### config.mk
export PLATFORM = sky130hd
export DESIGN_NAME = mmu_seg_xlate
export DESIGN_NICKNAME = d
export VERILOG_FILES = /design/src/rtl/mmu_seg_pkg.sv /design/src/rtl/mmu_cfg_ctl.sv /design/src/rtl/mmu_seg_decode.sv /design/src/rtl/mmu_map_select.sv /design/src/rtl/mmu_seg_xlate.sv
export SDC_FILE = /design/constraint.sdc
export NUM_CORES = 1
export LEC_CHECK = 0
export BUFFER_PORTS_ARGS = -buffer_cell sky130_fd_sc_hd__buf_2
export CAP_MARGIN = 15
export CORE_UTILIZATION = 40
export DETAILED_ROUTE_END_ITERATION = 6
export PLACE_DENSITY = 0.75
export RECOVER_POWER = 50
export SETUP_SLACK_MARGIN = 0.2
export SYNTH_ARGS = -nofsm -noshare
export SYNTH_HDL_FRONTEND = slang
export SYNTH_HIERARCHICAL = 1
export SYNTH_SLANG_ARGS = --single-unit
### constraint.sdc
create_clock -name clk -period 3.1 [get_ports clk]
set_input_delay 0.62 -clock clk [delete_from_list [all_inputs] [get_ports clk]]
set_output_delay 0.62 -clock clk [all_outputs]
set_load 0.03 [all_outputs]
### src/rtl/mmu_seg_pkg.sv
package mmu_seg_pkg;

    typedef enum logic [1:0] {
        ST_NONE  = 2'd0,
        ST_TLB   = 2'd1,
        ST_BAD   = 2'd2,
        ST_FIXED = 2'd3
    } map_style_e;

    typedef enum logic [1:0] {
        XS_MATCH   = 2'd0,
        XS_NOMATCH = 2'd1,
        XS_UNSUP   = 2'd2
    } xlat_stat_e;

    typedef struct packed {
        logic [31:0] paddr;
        logic        rd_ok;
        logic        wr_ok;
        xlat_stat_e  stat;
    } xlat_res_t;

endpackage

### src/rtl/mmu_cfg_ctl.sv
module mmu_cfg_ctl
    import mmu_seg_pkg::*;
#(
    parameter int          CFG_W     = 32,
    parameter int          MT_LSB    = 7,
    parameter logic [31:0] KEEP_MASK = 32'h81FF_FFF8
) (
    input  logic             clk,
    input  logic             rst_n,
    input  logic [CFG_W-1:0] boot_cfg,
    input  logic             wr_en,
    input  logic [CFG_W-1:0] wr_data,
    output logic [CFG_W-1:0] cfg_q,
    output map_style_e       style_q,
    output logic             cfg_err
);
    localparam logic [CFG_W-1:0] LOW_BIT = {{(CFG_W-1){1'b0}}, 1'b1};

    // state register: style is taken from the boot word during reset only
    always_ff @(posedge clk) begin
        if (!rst_n) begin
            style_q <= map_style_e'(boot_cfg[MT_LSB +: 2]);
        end else begin
            style_q <= style_q;
        end
    end

    // configuration word with write mask
    always_ff @(posedge clk) begin
        if (!rst_n) begin
            cfg_q <= boot_cfg;
        end else if (wr_en) begin
            cfg_q <= (cfg_q & KEEP_MASK[CFG_W-1:0]) | (wr_data & LOW_BIT);
        end
    end

    // outputs of the state machine
    always_comb begin
        unique case (style_q)
            ST_NONE, ST_TLB, ST_FIXED: cfg_err = 1'b0;
            ST_BAD:                    cfg_err = 1'b1;
        endcase
    end

    p_field_held_r10 : assert property (@(posedge clk) disable iff (!rst_n)
        (rst_n && wr_en) |=> (cfg_q[MT_LSB +: 2] == $past(cfg_q[MT_LSB +: 2])));

    p_style_tracks_field_r1 : assert property (@(posedge clk) disable iff (!rst_n)
        (style_q == map_style_e'(cfg_q[MT_LSB +: 2])));

endmodule

### src/rtl/mmu_seg_decode.sv
module mmu_seg_decode #(
    parameter int AW = 32
) (
    input  logic [AW-1:0] vaddr,
    input  logic          user,
    output logic          is_unsup,
    output logic          is_direct,
    output logic          is_mapped,
    output logic [AW-1:0] direct_pa
);
    localparam int DROP = 3;

    logic kern_window;

    always_comb begin
        kern_window = (vaddr[AW-1 -: 2] == 2'b10);
        is_unsup    = user && vaddr[AW-1];
        is_direct   = !user && kern_window;
        is_mapped   = !is_unsup && !is_direct;
        direct_pa   = {{DROP{1'b0}}, vaddr[AW-DROP-1:0]};
    end

endmodule

### src/rtl/mmu_map_select.sv
module mmu_map_select
    import mmu_seg_pkg::*;
#(
    parameter int          AW         = 32,
    parameter logic [31:0] FIX_OFFSET = 32'h4000_0000
) (
    input  map_style_e    style,
    input  logic          req_valid,
    input  logic [AW-1:0] vaddr,
    input  logic          erl,
    input  logic          is_unsup,
    input  logic          is_direct,
    input  logic          is_mapped,
    input  logic [AW-1:0] direct_pa,
    input  logic          lk_hit,
    input  logic [AW-1:0] lk_paddr,
    input  logic          lk_rd_ok,
    input  logic          lk_wr_ok,
    output logic          lk_valid,
    output xlat_res_t     res
);
    xlat_res_t granted;

    always_comb begin
        granted       = '0;
        granted.rd_ok = 1'b1;
        granted.wr_ok = 1'b1;
        granted.stat  = XS_MATCH;
        res           = '0;
        res.stat      = XS_UNSUP;
        lk_valid      = 1'b0;
        unique case (style)
            ST_BAD: begin
                res.stat = XS_UNSUP;
            end
            ST_NONE: begin
                if (is_direct) begin
                    res = granted; res.paddr = direct_pa;
                end else if (is_mapped) begin
                    res = granted; res.paddr = vaddr;
                end
            end
            ST_FIXED: begin
                if (is_direct) begin
                    res = granted; res.paddr = direct_pa;
                end else if (is_mapped) begin
                    res = granted;
                    if (!vaddr[AW-1] && !erl) res.paddr = vaddr + FIX_OFFSET[AW-1:0];
                    else                      res.paddr = vaddr;
                end
            end
            ST_TLB: begin
                if (is_direct) begin
                    res = granted; res.paddr = direct_pa;
                end else if (is_mapped) begin
                    lk_valid = req_valid;
                    if (lk_hit) begin
                        res.paddr = lk_paddr;
                        res.rd_ok = lk_rd_ok;
                        res.wr_ok = lk_wr_ok;
                        res.stat  = XS_MATCH;
                    end else begin
                        res.stat  = XS_NOMATCH;
                    end
                end
            end
        endcase
        if (is_unsup) begin
            res      = '0;
            res.stat = XS_UNSUP;
            lk_valid = 1'b0;
        end
    end

endmodule

### src/rtl/mmu_seg_xlate.sv
module mmu_seg_xlate
    import mmu_seg_pkg::*;
#(
    parameter int AW      = 32,
    parameter int CFG_W   = 32,
    parameter int MT_LSB  = 7,
    parameter int ENT_W   = 6,
    localparam int CNT_W  = ENT_W + 1
) (
    input  logic             clk,
    input  logic             rst_n,
    input  logic [CFG_W-1:0] cfg0_boot,
    input  logic             cfg0_wr_en,
    input  logic [CFG_W-1:0] cfg0_wr_data,
    output logic [CFG_W-1:0] cfg0_q,
    output logic             mmu_cfg_err,
    input  logic [ENT_W-1:0] tlb_size_m1,
    output logic [CNT_W-1:0] tlb_entries,
    input  logic             req_valid,
    input  logic [AW-1:0]    req_vaddr,
    input  logic             req_user,
    input  logic             req_erl,
    output logic             tlb_lk_valid,
    output logic [AW-1:0]    tlb_lk_vaddr,
    input  logic             tlb_lk_hit,
    input  logic [AW-1:0]    tlb_lk_paddr,
    input  logic             tlb_lk_rd_ok,
    input  logic             tlb_lk_wr_ok,
    input  logic             tlb_cmd_valid,
    output logic             tlb_cmd_go,
    output logic             tlb_cmd_ri,
    output logic             rsp_valid,
    output logic [AW-1:0]    rsp_paddr,
    output logic             rsp_rd_ok,
    output logic             rsp_wr_ok,
    output logic [1:0]       rsp_status
);
    map_style_e    style;
    logic          is_unsup, is_direct, is_mapped;
    logic [AW-1:0] direct_pa;
    xlat_res_t     res;

    mmu_cfg_ctl #(.CFG_W(CFG_W), .MT_LSB(MT_LSB)) cfg_i (
        .clk      (clk),
        .rst_n    (rst_n),
        .boot_cfg (cfg0_boot),
        .wr_en    (cfg0_wr_en),
        .wr_data  (cfg0_wr_data),
        .cfg_q    (cfg0_q),
        .style_q  (style),
        .cfg_err  (mmu_cfg_err)
    );

    mmu_seg_decode #(.AW(AW)) dec_i (
        .vaddr     (req_vaddr),
        .user      (req_user),
        .is_unsup  (is_unsup),
        .is_direct (is_direct),
        .is_mapped (is_mapped),
        .direct_pa (direct_pa)
    );

    mmu_map_select #(.AW(AW)) map_i (
        .style     (style),
        .req_valid (req_valid),
        .vaddr     (req_vaddr),
        .erl       (req_erl),
        .is_unsup  (is_unsup),
        .is_direct (is_direct),
        .is_mapped (is_mapped),
        .direct_pa (direct_pa),
        .lk_hit    (tlb_lk_hit),
        .lk_paddr  (tlb_lk_paddr),
        .lk_rd_ok  (tlb_lk_rd_ok),
        .lk_wr_ok  (tlb_lk_wr_ok),
        .lk_valid  (tlb_lk_valid),
        .res       (res)
    );

    assign tlb_lk_vaddr = req_vaddr;

    // style-dependent command handling and entry count
    always_comb begin
        unique case (style)
            ST_TLB: begin
                tlb_entries = {1'b0, tlb_size_m1} + CNT_W'(1);
                tlb_cmd_go  = tlb_cmd_valid;
                tlb_cmd_ri  = 1'b0;
            end
            ST_NONE, ST_FIXED, ST_BAD: begin
                tlb_entries = CNT_W'(1);
                tlb_cmd_go  = 1'b0;
                tlb_cmd_ri  = tlb_cmd_valid;
            end
        endcase
    end

    // response register
    always_ff @(posedge clk) begin
        if (!rst_n) begin
            rsp_valid  <= 1'b0;
            rsp_paddr  <= '0;
            rsp_rd_ok  <= 1'b0;
            rsp_wr_ok  <= 1'b0;
            rsp_status <= 2'd0;
        end else begin
            rsp_valid <= req_valid;
            if (req_valid) begin
                rsp_paddr  <= res.paddr;
                rsp_rd_ok  <= res.rd_ok;
                rsp_wr_ok  <= res.wr_ok;
                rsp_status <= res.stat;
            end
        end
    end

    p_rsp_follows_req_r11 : assert property (@(posedge clk) disable iff (!rst_n)
        (rst_n && req_valid) |=> rsp_valid);

    p_no_user_kernel_lookup_r7 : assert property (@(posedge clk) disable iff (!rst_n)
        tlb_lk_valid |-> !(req_user && req_vaddr[AW-1]));

    p_user_kernel_unsup_r7 : assert property (@(posedge clk) disable iff (!rst_n)
        (rst_n && req_valid && req_user && req_vaddr[AW-1]) |=> (rsp_status == 2'd2));

    p_window_direct_r4 : assert property (@(posedge clk) disable iff (!rst_n)
        (rst_n && req_valid && !req_user && req_vaddr[AW-1 -: 2] == 2'b10 && !mmu_cfg_err)
        |=> (rsp_status == 2'd0 && rsp_paddr[AW-1 -: 3] == 3'b000));

    p_cmd_exclusive_r9 : assert property (@(posedge clk) disable iff (!rst_n)
        tlb_cmd_valid |-> (tlb_cmd_go ^ tlb_cmd_ri));

    p_err_holds_r1 : assert property (@(posedge clk) disable iff (!rst_n)
        (rst_n && mmu_cfg_err) |=> mmu_cfg_err);

endmodule

==> results of run 1 <==
## worst max-delay path, stage by stage
cell and delay [ns]:
buf_2 0.09, clkbuf_1 0.90, clkbuf_2 0.74, inv_1 0.16
## per-layer routing
metal,track usage [%],vias to the layer above,wire length (µm)
li1,-,1843,-
met1,21.0,1732,4720
met2,32.1,167,5650
met3,7.51,24,1250
met4,7.84,4,215
met5,0,-,23
## cell type report
class	count	area, µm²	share of cell area [%]
Multi-Input combinational cell	281	2320	40.0
Sequential cell	71	1760	30.5
Timing Repair Buffer	234	1130	19.6
Clock buffer	12	289	5.00
Tap cell	143	179	3.09
Clock inverter	4	55.1	0.952
Inverter	13	48.8	0.844
## cell families (layout without fill, tap and decap cells)
group / Yosys count / in the layout / share of synthesized area [%]
and+or+nand+nor: 164 / 164 / 22.1
buffers and inverters: 108 / 263 / 15.6
AOI/OAI and AO/OA: 72 / 72 / 16.9
DFF: 71 / 71 / 36.6
muxes: 37 / 37 / 7.73
xor gates and xnor gates: 4 / 4 / 0.729
adders and majority gates: 1 / 1 / 0.260
other: 1 / 3 / 0.0780
## cells in the mapped netlist, types with 2 or more instances
library cell,number
nor2b_1,92
buf_4,67
dfxtp_1,37
mux2i_1,36
edfxtp_1,34
a211oi_2,22
nor3_2,22
o211a_1,22
nor2_1,16
inv_1,13
buf_2,11
buf_6,9
a2111oi_2,8
a221oi_2,8
nand2_1,8
and2_1,6
clkbuf_1,6
nand2b_1,6
a21oi_1,5
nand3_1,3
nor4_1,3
xnor2_1,2
xor2_1,2
## worst paths after layout
path | slack (ns) | to
setup / recovery | 0.62 | cfg_i/style_q[1]
hold / removal | 0.47 | cfg_i/style_q[1]
setup reg to reg | 1.06 | rsp_paddr[18]
hold reg to reg | 0.52 | rsp_paddr[18]
## through the flow
| step | power [W] | instances | util, % |
|---|---|---|---|
| 6_report | 0.00297 | 758 | 50.0 |
| 5_1_grt | 0.00309 | 758 | 50.0 |
| 4_1_cts | 0.00302 | 758 | 50.7 |
| 3_5_place_dp | 0.00183 | 742 | 47.7 |
| 3_3_place_gp | 0.00181 | 742 | 47.7 |
| 2_1_floorplan | 0.00166 | 460 | - |
## state kept, by name, summed over array words and instances, names as in the netlist
signal         count
cfg_i/cfg_q       32
rsp_paddr         32
cfg_i/style_q      2
rsp_status         2
rsp_rd_ok          1
rsp_valid          1
rsp_wr_ok          1
## power by group through the flow
| stage | clock [W] | sequential (W) | combinational (W) |
|---|---|---|---|
| 6_report | 0.00117 | 0.00107 | 0.000721 |
| 5_1_grt | 0.00123 | 0.00108 | 0.000775 |
| 4_1_cts | 0.00120 | 0.00107 | 0.000741 |
| 3_5_place_dp | 0 | 0.00109 | 0.000740 |
| 3_3_place_gp | 0 | 0.00109 | 0.000724 |
| 2_1_floorplan | 0 | 0.00121 | 0.000447 |
## cells in the final DEF, fill, tap and decap left out, types with 2 or more instances in the layout
cell type,synthesis,routed
buf_2,11,169
xnor2_1,2,2
a21oi_1,5,5
nand2b_1,6,5
xor2_1,2,2
a211oi_2,22,22
nor2b_1,92,91
nand3_1,3,3
inv_6,0,2
nand2_1,8,8
o211a_1,22,22
buf_4,67,7
dfxtp_1,37,37
clkbuf_16,0,11
and2_1,6,6
a221oi_2,8,8
mux2i_1,36,36
a2111oi_2,8,8
clkbuf_1,6,56
nand2b_2,1,2
inv_1,13,13
nor2_1,16,16
nor3_2,22,22
edfxtp_1,34,34
conb_1,1,3
nor4_1,3,3
==> impl_metrics.csv, run 1 <==
group,metric,value,unit
run_status,outcome,"finished with violations",
run_status,violations,"design-rule violations",
critical_path,crit_path_start,"rst_n",
grt,grt_start_max_net_pins,41,
power_and_ir_drop,static-leakage-power,2.59,nW
critical_path,worstSetupPathType,"in -> reg",
floorplanning,die_h,112,µm
min_path,worstHoldStart,"cfg0_boot[8]",
clock_tree,cts_resized,0,
floorplanning,ioPinCount,256,
synth,ys_types,43,
clock_tree,htreeDepth,3,
timing,maxSlewHeadroom,17.4,%
job,cap_violations,0,
min_path,whs_path_depth,1,
grt,antenna_found_initial,2,
power_and_ir_drop,seqPwrFrac,36.2,%
layout,drive_gt1_share,42.6,%
synth,yosysWarnings,6,
clock_tree,clk_pin_slew,0.06,ns
synth,syn_area_per_cell,10.5,µm²
critical_path,endpoint_kind,"flop",
floorplanning,rows,39,
routing,drc,15,
routing,drt-vias-per-instance,4.97,
floorplanning,core_area,0.0116,mm²
synth,synth_largest_area_cell,"edfxtp_1",
synth,yosys_register_bits,71,
clock_tree,clkLatencyLatePin,0.33,ns
synth,netlist_area,0.00481,mm²
power_and_ir_drop,p_int,0.00205,W
synth,synth_top_area_share,21.2,%
routing,wl_per_cell,15.6,µm
timing,final.setup.worst_slack,0.621,ns
clock_tree,cts_setup_buffers,0,
layout,fillCellCount,1103,
power_and_ir_drop,clkPwrFrac,39.5,%
layout,stdcell_area,0.00578,mm²
synth,ys_seq_area_share,36.6,%
power_and_ir_drop,powerDensity,513,mW/mm²
critical_path,reg2regPathDepth,6,
power_and_ir_drop,combPwrFrac,24.3,%
place,placed_area,0.00551,mm²
place,place_hpwl,8700,µm
timing,hold_viol,0,
grt,grt-ovfl-total,0,
routing,antenna_left,0,
timing,rsz0062_at_grt,"false",
clock_tree,numCtsBuffers,9,
timing,fin_crit_sh,80.0,%
critical_path,critPathLaunchType,"primary input",
critical_path,worstPathArrival,2.54,ns
layout,syn2layout_area_growth,20.2,%
synth,synthFlopType,"dfxtp_1",
min_path,hold_class,"in -> reg",
floorplanning,dieArea,0.0125,mm²
grt,grt_pass1_wl,18600,µm
timing,fmax,0.403,GHz
clock_tree,clock-sinks,71,
synth,synth-edff-count,34,
place,gp_congestion,0.775,
clock_tree,clk_path_buf_depth,2,
power_and_ir_drop,peakVddDrop,0.354,mV
routing,drt_pass1_iterations,6,
place,io_buffers,224,
floorplanning,start_util,41.6,%
timing,setup_tns,0,ns
layout,num_antenna_cells,0,
clock_tree,cts.hold.buffers_added,0,
grt,grt_pass1_vias,3730,
timing,drv_slew,0,
timing,hold_ws,0.472,ns
routing,drt-initial-drc-count,223,
power_and_ir_drop,switching_share,30.8,%
synth,synthArstFlopShare,0,%
timing,tightest_slew,1.24,ns
synth,postSynthCellCount,458,
layout,fin_nets,755,
grt,grt_usage,18.9,%
routing,routed_wl,11900,µm
timing,fin_worst_skew,0.00372,ns
critical_path,reg2reg_from,"cfg_i/style_q[1]",
routing,route.vias.total,3770,
timing,setup_viol,0,
clock_tree,cts_root_buffer,"clkbuf_16",
clock_tree,cts_tree,"yes",
floorplanning,die_w,112,µm
place,dpl_worst_slack,0.617,ns
timing,min_period,2.48,ns
critical_path,cp_max_fo,40,
critical_path,crit_required,3.16,ns
power_and_ir_drop,p_sw,0.000914,W
synth,yosys-top-cells-area,"edfxtp_1 21%, dfxtp_1 15%, nor2b_1 12%",
Power figures use the tool's default switching activity.
==> inputs of run 2 (changes only) <==
clock period = 2.5 ns   (was 3.1 ns; I/O delays follow)
==> run 2 against run 1 <==
The flow still finishes with violations (design-rule violations). Sequential share of layout area up 0.15 points. Utilization down 0.24 points. First-iteration DRC count up 13%. Critical endpoint is now tlb_lk_valid. Via count up 1.6%. Clock-buffer cell count unchanged. Worst setup slack worse by 0.29 ns. Final area down 0.48%. Combinational power up 26%. Clock skew up 0.0020 ns. Hold slack worse by 0.098 ns.
==> impl_metrics.csv, run 2 (synthesis results as in run 1) <==
group,metric,value,unit
floorplanning,core_area,0.0116,mm²
routing,drt_pass1_iterations,6,
critical_path,crit_chain,"buf_2, inv_1, o21ai_2, nand2b_1, nor4_2, buf_2",
layout,drive_gt1_share,44.3,%
routing,drt-initial-drc-count,251,
layout,num_antenna_cells,0,
place,gp_congestion,0.792,
critical_path,crit_path_frequent_cell,"buf_2",
routing,routed_wl,11700,µm
grt,grt_pass1_vias,3937,
timing,hold_viol,0,
run_status,violations,"design-rule violations",
routing,route.met3.wl,1200,µm
critical_path,critPathLaunchType,"primary input",
critical_path,crit_required,2.00,ns
critical_path,worstPathArrival,1.67,ns
timing,fin_crit_sh,86.6,%
clock_tree,cts_setup_buffers,0,
timing,drv_slew,0,
clock_tree,htreeDepth,3,
power_and_ir_drop,power.total,0.00339,W
clock_tree,cts.hold.buffers_added,0,
place,dpl_worst_slack,0.309,ns
routing,wl_met1,4830,µm
layout,layout_common_cells,"182 x buf_2, 91 x nor2b_1, 47 x clkbuf_1",
critical_path,reg2regPathDepth,7,
power_and_ir_drop,peakVddDrop,0.479,mV
job,cap_violations,0,
timing,setup_tns,0,ns
clock_tree,clk_pin_slew,0.06,ns
place,place_hpwl,8660,µm
clock_tree,clock-sinks,71,
critical_path,crit_family,"buffers and inverters",
critical_path,path_buf_inv,3,
place,placed_area,0.00556,mm²
routing,route.vias.total,3831,
power_and_ir_drop,powerDensity,589,mW/mm²
place,io_buffers,224,
timing,setup_viol,0,
timing,min_period,2.17,ns
routing,drt-vias-per-instance,5.03,
timing,tightest_slew,1.20,ns
critical_path,rrSetupSlack,0.54,ns
timing,fmax,0.462,GHz
layout,final_common_cell,"buf_2",
min_path,hold_class,"in -> reg",
critical_path,crit_path_start,"req_vaddr[30]",
run_status,outcome,"finished with violations",
clock_tree,cts_tree,"yes",
timing,hold_ws,0.374,ns
layout,syn2layout_area_growth,19.7,%
grt,grt_usage,19.2,%
clock_tree,clkLatencyLatePin,0.33,ns
timing,maxSlewHeadroom,20.1,%
layout,stdcell_area,0.00576,mm²
grt,grt-ovfl-total,0,
floorplanning,die_w,112,µm
floorplanning,dieArea,0.0125,mm²
critical_path,reg2reg_from,"cfg_i/style_q[1]",
timing,rsz0062_at_grt,"false",
floorplanning,ioPinCount,256,
grt,grt_start_max_net_pins,38,
critical_path,endpoint_kind,"output pin",
timing,final.setup.worst_slack,0.335,ns
floorplanning,rows,39,
routing,wl_met2,5510,µm
floorplanning,die_h,112,µm
critical_path,critPathMaxStageDelay,0.28,ns
grt,grt_pass1_wl,19100,µm
clock_tree,cts_resized,0,
critical_path,r2r-end,"rsp_paddr[18]",
critical_path,cpMaxStageDelayCell,"o21ai_2",
routing,highest_layer,"met4",
clock_tree,numCtsBuffers,9,
critical_path,cp_max_fo,8,
routing,drc,15,
clock_tree,clk_path_buf_depth,2,
critical_path,path_depth,6,
routing,wl_per_cell,15.4,µm
layout,fin_nets,758,
clock_tree,cts_root_buffer,"clkbuf_16",
grt,antenna_found_initial,0,
critical_path,worstSetupPathType,"in -> out",
routing,antenna_left,0,
floorplanning,start_util,41.6,%
power_and_ir_drop,static-leakage-power,2.64,nW
timing,fin_worst_skew,0.00569,ns
critical_path,crit_end,"tlb_lk_valid",
layout,top_regs,"cfg_i/cfg_q x32, rsp_paddr x32",
## run 2: cell type report
cell class | count | area (µm²)
clock inverters | 4 | 23.8
well taps | 143 | 179
clock buffers | 12 | 236
flip-flops and latches | 71 | 1760
repair buffers | 237 | 1180
inverters | 13 | 48.8
multi-input cells | 281 | 2320
fillers | 1098 | 5810
## run 2: where the power goes
group          switching [W]  internal, W
clock               0.000477     0.000667
combinational       0.000576     0.000333
sequential         0.0000337      0.00130
total                0.00109      0.00230
## run 2: worst min-delay path by stage
stage	slack, ns	cells past startpoint	endpoint	start
after detailed placement	0.50	2	rsp_paddr[10]	rsp_paddr[10]
after CTS	0.35	1	cfg_i/style_q[1]	cfg0_boot[8]
after global placement	0.49	2	rsp_paddr[9]	rsp_paddr[9]
final	0.37	1	cfg_i/style_q[1]	cfg0_boot[8]
after global routing	0.39	1	cfg_i/style_q[1]	cfg0_boot[8]
after floorplan	0.60	0	cfg_i/style_q[0]	cfg0_boot[7]
## run 2: worst reg2reg max path: cells and delay by family (launching register included)
kind                   cells  cell delay (ns)
and+or+nand+nor            3             0.58
AOI/OAI and AO/OA          2             0.40
buffers and inverters      1             0.17
muxes                      1             0.18
DFF                        1             0.51
## run 2: routing by layer
metal	vias up	global-route usage, %
met5	-	0
met4	0	7.66
met3	18	6.91
met2	181	32.5
met1	1784	22.0
li1	1848	-
## run 2: metrics by stage
step                instances  utilization, %
finish                    761            49.8
global route              761            49.8
CTS                       761            50.3
detailed placement        745            48.0
global placement          745            48.0
floorplan                 460               -
